## src/rtl/sp_fifo_pkg.sv

```systemverilog
package sp_fifo_pkg;

  typedef enum logic [1:0] {
    MEM_IDLE  = 2'd0,
    MEM_WRITE = 2'd1,
    MEM_READ  = 2'd2
  } mem_op_e;

endpackage

```

## src/rtl/sp_fifo_ptrs.sv

```systemverilog
module sp_fifo_ptrs #(
  parameter int DEPTH = 8
) (
  input  logic                         clk,
  input  logic                         rst,
  input  logic                         push,
  input  logic                         pop,
  output logic [$clog2(DEPTH)-1:0]     waddr,
  output logic [$clog2(DEPTH)-1:0]     raddr,
  output logic                         full,
  output logic                         empty
);

  localparam int AW = $clog2(DEPTH);
  localparam int PW = AW + 1;

  logic [PW-1:0] wptr_q;
  logic [PW-1:0] rptr_q;

  // Pointers carry an extra wrap bit so full and empty can be told apart
  always_ff @(posedge clk) begin
    if (rst) begin
      wptr_q <= '0;
      rptr_q <= '0;
    end else begin
      if (push) wptr_q <= wptr_q + PW'(1);
      if (pop)  rptr_q <= rptr_q + PW'(1);
    end
  end

  assign waddr = wptr_q[AW-1:0];
  assign raddr = rptr_q[AW-1:0];
  assign empty = (wptr_q == rptr_q);
  assign full  = (wptr_q[AW-1:0] == rptr_q[AW-1:0]) && (wptr_q[AW] != rptr_q[AW]);

endmodule

```

## src/rtl/sp_fifo_arb.sv

```systemverilog
module sp_fifo_arb
  import sp_fifo_pkg::*;
(
  input  logic    clk,
  input  logic    rst,
  input  logic    wr_elig,
  input  logic    rd_elig,
  output mem_op_e op,
  output logic    wr_wait,
  output logic    rd_wait
);

  logic read_turn_q;
  logic contend;

  assign contend = wr_elig && rd_elig;

  always_comb begin
    if (contend)      op = read_turn_q ? MEM_READ : MEM_WRITE;
    else if (wr_elig) op = MEM_WRITE;
    else if (rd_elig) op = MEM_READ;
    else              op = MEM_IDLE;
  end

  assign wr_wait = wr_elig && (op != MEM_WRITE);
  assign rd_wait = rd_elig && (op != MEM_READ);

  // Turn flips only on contended cycles, so the last loser wins next time
  always_ff @(posedge clk) begin
    if (rst)          read_turn_q <= 1'b0;
    else if (contend) read_turn_q <= ~read_turn_q;
  end

endmodule

```

## src/rtl/sp_fifo_mem.sv

```systemverilog
module sp_fifo_mem
  import sp_fifo_pkg::*;
#(
  parameter int WIDTH = 8,
  parameter int DEPTH = 8
) (
  input  logic                     clk,
  input  logic                     rst,
  input  mem_op_e                  op,
  input  logic [$clog2(DEPTH)-1:0] waddr,
  input  logic [$clog2(DEPTH)-1:0] raddr,
  input  logic [WIDTH-1:0]         wdata,
  output logic [WIDTH-1:0]         rdata,
  output logic                     rvalid
);

  localparam int AW = $clog2(DEPTH);

  logic [WIDTH-1:0] store [DEPTH];
  logic [AW-1:0]    addr;
  logic             wen;
  logic             ren;

  // One address port shared by both operations
  assign wen  = (op == MEM_WRITE);
  assign ren  = (op == MEM_READ);
  assign addr = wen ? waddr : raddr;

  always_ff @(posedge clk) begin
    if (wen) store[addr] <= wdata;
  end

  always_ff @(posedge clk) begin
    if (rst) begin
      rdata  <= '0;
      rvalid <= 1'b0;
    end else begin
      rvalid <= ren;
      if (ren) rdata <= store[addr];
    end
  end

endmodule

```

## src/rtl/sp_fifo.sv

```systemverilog
module sp_fifo
  import sp_fifo_pkg::*;
#(
  parameter int WIDTH = 8,
  parameter int DEPTH = 8
) (
  input  logic             clk,
  input  logic             rst,
  input  logic             wr_req,
  input  logic [WIDTH-1:0] wr_data,
  output logic             wr_ready,
  output logic             wr_wait,
  input  logic             rd_req,
  output logic             rd_avail,
  output logic             rd_wait,
  output logic [WIDTH-1:0] rd_data,
  output logic             rd_valid
);

  localparam int AW = $clog2(DEPTH);

  logic          full;
  logic          empty;
  logic [AW-1:0] waddr;
  logic [AW-1:0] raddr;
  mem_op_e       op;
  logic          gnt_wr;
  logic          gnt_rd;

  assign wr_ready = !full;
  assign rd_avail = !empty;
  assign gnt_wr   = (op == MEM_WRITE);
  assign gnt_rd   = (op == MEM_READ);

  sp_fifo_arb u_arb (
    .clk     (clk),
    .rst     (rst),
    .wr_elig (wr_req && !full),
    .rd_elig (rd_req && !empty),
    .op      (op),
    .wr_wait (wr_wait),
    .rd_wait (rd_wait)
  );

  sp_fifo_ptrs #(.DEPTH(DEPTH)) u_ptrs (
    .clk   (clk),
    .rst   (rst),
    .push  (gnt_wr),
    .pop   (gnt_rd),
    .waddr (waddr),
    .raddr (raddr),
    .full  (full),
    .empty (empty)
  );

  sp_fifo_mem #(.WIDTH(WIDTH), .DEPTH(DEPTH)) u_mem (
    .clk    (clk),
    .rst    (rst),
    .op     (op),
    .waddr  (waddr),
    .raddr  (raddr),
    .wdata  (wr_data),
    .rdata  (rd_data),
    .rvalid (rd_valid)
  );

endmodule

```

## config.mk

```make
export PLATFORM = sky130hd
export DESIGN_NAME = sp_fifo
export DESIGN_NICKNAME = d
export VERILOG_FILES = /design/src/rtl/sp_fifo_pkg.sv /design/src/rtl/sp_fifo_ptrs.sv /design/src/rtl/sp_fifo_arb.sv /design/src/rtl/sp_fifo_mem.sv /design/src/rtl/sp_fifo.sv
export SDC_FILE = /design/constraint.sdc
export NUM_CORES = 1
export LEC_CHECK = 0
export CORE_MARGIN = 4
export CORE_UTILIZATION = 50
export DETAILED_ROUTE_END_ITERATION = 16
export MAX_ROUTING_LAYER = met4
export PLACE_DENSITY_LB_ADDON = 0.12
export SYNTH_ARGS = -nofsm -noshare
export SYNTH_HDL_FRONTEND = slang
export SYNTH_HIERARCHICAL = 1
export SYNTH_SLANG_ARGS = --single-unit
```

## constraint.sdc

```tcl
create_clock -name clk -period 10.9 [get_ports clk]
set_clock_uncertainty 0.2 [all_clocks]
set_input_delay 2.725 -clock clk [delete_from_list [all_inputs] [get_ports clk]]
set_output_delay 2.725 -clock clk [all_outputs]
set_load 0.005 [all_outputs]
```

==> metrics.txt <==
top cells by area, synth=edfxtp_1, dfxtp_1, mux2i_1; Max FO, Critical Path=3; Logic pwr share=a little under an eighth; area of the multi-input gates=1080 um^2; Buf+Inv Stages, Crit Path=2; unrepaired setup endpoints after global routing=no; IO Pins=25; post-place setup slack=roughly 4 ns; Inserted Clock Buffers=9; postcts setup bufs=0; DP HPWL=3988 um; GP Congestion=between 0.7 and 0.8; worst skew pair latency=0.35 ns; Pwr per Cell Area=about 160 nW/um^2; NetSw=between 0.15 and 0.2 mW; hold path start=u_mem/rdata[3]$_SDFFE_PP0P_; Hold Path Class=flop to flop; Reg2Reg Capture Point=u_mem/store[1][0]$_DFFE_PP_; P_int=just under 0.5 mW; Primary FF master, synth=edfxtp_1; Peak Freq=0.1424 GHz; clock share of power=between 30% and 40%; Setup TNS=0 ns; outcome=complete, no violations; IO Port Bufs=24; post-synthesis cell type count=38; Sequential Power Share=between 50% and 60%; reg2reg start=u_ptrs/wptr_q[0]$_SDFFE_PP0P_; Post-Syn Nets=about 250; clock sink count=82; CP top delay family=buffers and inverters; pin count of the biggest net entering global routing=33; critical path class=primary input to primary output; CP dominant cell by count=clkdlybuf4s50_1; Iteration-0 DRC Markers=between 100 and 150; YS warnings=6; maxcap violations=0; Worst Hold Endpoint=u_mem/rdata[3]$_SDFFE_PP0P_; first-pass GRT wire length=9873 um; Post-DRT Antenna Nets=0; Fillers=560; commonest cells in the synthesized netlist=edfxtp_1, mux2i_1, nor2_1; Global Route Usage Sum=~17%; CP Launch Type=primary input; max incr delay on CP=roughly 0.50 ns; starting density of the core=51.57%; DRC Markers=0; Vias=1930; worst ir drop on vdd=between 0.09 and 0.1 mV; register area=approximately 2300 um^2; Final Cycle Share=64.43%; row cnt=30; Max-slew headroom=35.69%; clk buf depth=2; fin crit period=about 7 ns; R2R setup slack=6.73 ns; Layout Area Growth over Synthesis=13.18%; flop and latch count out of synthesis=82; worst path cell trace=clkdlybuf4s50_1 > nor2b_1 > nand2_1 > nor2_1 > clkdlybuf4s50_1; EDFF count, synth=between 60 and 70; Die Y=about 92 um; # setup viols final=0; Async SR Flop Fraction=0%; TritonRoute pass-1 iters=4; cell with the most instances after synthesis=edfxtp_1; H-tree depth=3; Arr. time, crit path=between 4 and 5 ns; via count of the first global-routing pass=between 1500 and 2000; min setup slack post-route=between 3 and 4 ns; Final Util=about 60%; CP Capture Type=primary output; sequential area share after synthesis=between 60% and 70%; total routed wirelength=6573 um; CTS tree=yes; Hold Path Depth=3; initial antenna violation count=0; Switching Share=between 20% and 30%; DIE AREA=8410 um^2; ANT cells=0; gr ovfl total=0; largest area contributor in the netlist=edfxtp_1; Cell Area, Synth=around 3500 um^2; Worst Max-Slew Pin Slew=around 0.96 ns; slowest CP cell=clkdlybuf4s50_1; share of the synthesized area in the top cell type=between 50 and 60%; Nets=between 200 and 300; CORE AREA=approximately 6800 um^2; clock root buffer=clkbuf_8; ratio of routed vias to standard cells=5.317; Post-CTS Hold Buffers=0; Avg Inst Size Synth=~15 um^2; share of layout cells above drive strength 1=12.73%; Slew Limit Fails=0; Worst EP required=about 8.0 ns; Post-CTS Resized=0; Routed WL per cell=18.11 um; Hold Fails Final Rpt=0; total leakage power=approximately 1.5 nW; Cells after Synth=239; R2R depth=8; Die W=roughly 92 um; CTS clk-pin slew, worst paths=~0.09 ns
[cell type report]
type / count / share of cell area (%)
flip-flops and latches: 82 / 57.56
multi-input cells: 137 / 27.23
repair buffers: 27 / 6.627
clock buffers: 9 / 3.124
well taps: 96 / 3.029
clock inverters: 7 / 1.956
inverters: 5 / 0.4733
[sequential cells by signal, summed over array words and instances (netlist names)]
register and flops:
u_mem/store 64, u_mem/rdata 8, u_ptrs/rptr_q 4, u_ptrs/wptr_q 4
u_arb/read_turn_q 1, u_mem/rvalid 1
[worst max path at each step]
| stage | from | to | slack [ns] | cells past startpoint |
|---|---|---|---|---|
| final | wr_req | wr_wait | 3.88 | 5 |
| after CTS | wr_req | rd_wait | 3.88 | 5 |
| after floorplan | wr_req | rd_wait | 4.87 | 3 |
| after detailed placement | wr_req | rd_wait | 3.89 | 5 |
| after global routing | rd_req | wr_wait | 3.77 | 5 |
| after global placement | wr_req | wr_wait | 3.91 | 5 |
[kinds of logic (layout without fill, tap and decap cells)]
kind of cell,Yosys count,count (layout),synth area share (%)
compound gates,35,35,8.714
xor+xnor,6,6,1.500
fa+ha+maj,2,2,0.7142
buf+inv,20,48,4.321
flops,82,82,65.14
mux,37,37,11.00
simple gates,57,57,8.607
[power groups by stage]
stage	Sequential, mW	Combinational (mW)	Clock, mW
CTS	0.354	0.0756	0.225
global route	0.355	0.0812	0.239
floorplan	0.359	0.0579	0
finish	0.354	0.0752	0.222
global placement	0.361	0.0744	0
detailed placement	0.361	0.0753	0
[worst reg2reg max path, cell delays in order, from the launching register on]
cell and delay [ns]:
dfxtp_1 0.61, xor2_1 0.15, nor4b_1 0.43, nor2b_1 0.13
a21boi_0 0.58, nand2b_2 0.40, nor3_1 0.37, a31oi_4 0.14
nor2_1 0.79
[cells in the final DEF, fill, tap and decap left out, drive strengths merged, types with 2 or more instances in the layout]
cell type      count
mux2               3
nor3               5
inv                7
nor3b              2
o31a               8
xor2               3
edfxtp            64
a31oi              3
ha                 2
o22ai             16
nand3b             3
clkinvlp           2
and2b              2
nor2b              6
buf                3
a21oi              2
dfxtp             18
a21boi             3
clkinv             2
nand2              2
clkdlybuf4s50     24
a21bo              2
nand4              2
xnor2              3
nor2              30
clkbuf             9
mux2i             34
[routing by layer]
metal  global-route usage (%)  vias to the layer above  routed length (um)
li1                         -                      940                   -
met1                    21.03                      936                3076
met2                    26.05                       42                3164
met3                    3.363                       12                 217
met4                    7.426                        0                 114
met5                        -                        -                   0
[per-stage QoR]
stage	area (um^2)	hold slack, ns	power (mW)	std cells
2_1_floorplan	3503	0.3499	0.4167	239
3_3_place_gp	3764	0.3623	0.4356	347
3_5_place_dp	3764	0.3729	0.4366	347
4_1_cts	3965	0.3882	0.6552	363
5_1_grt	3965	0.4069	0.6757	363
6_report	3965	0.3800	0.6509	363
Note: power is estimated with default switching activity, not from simulation.
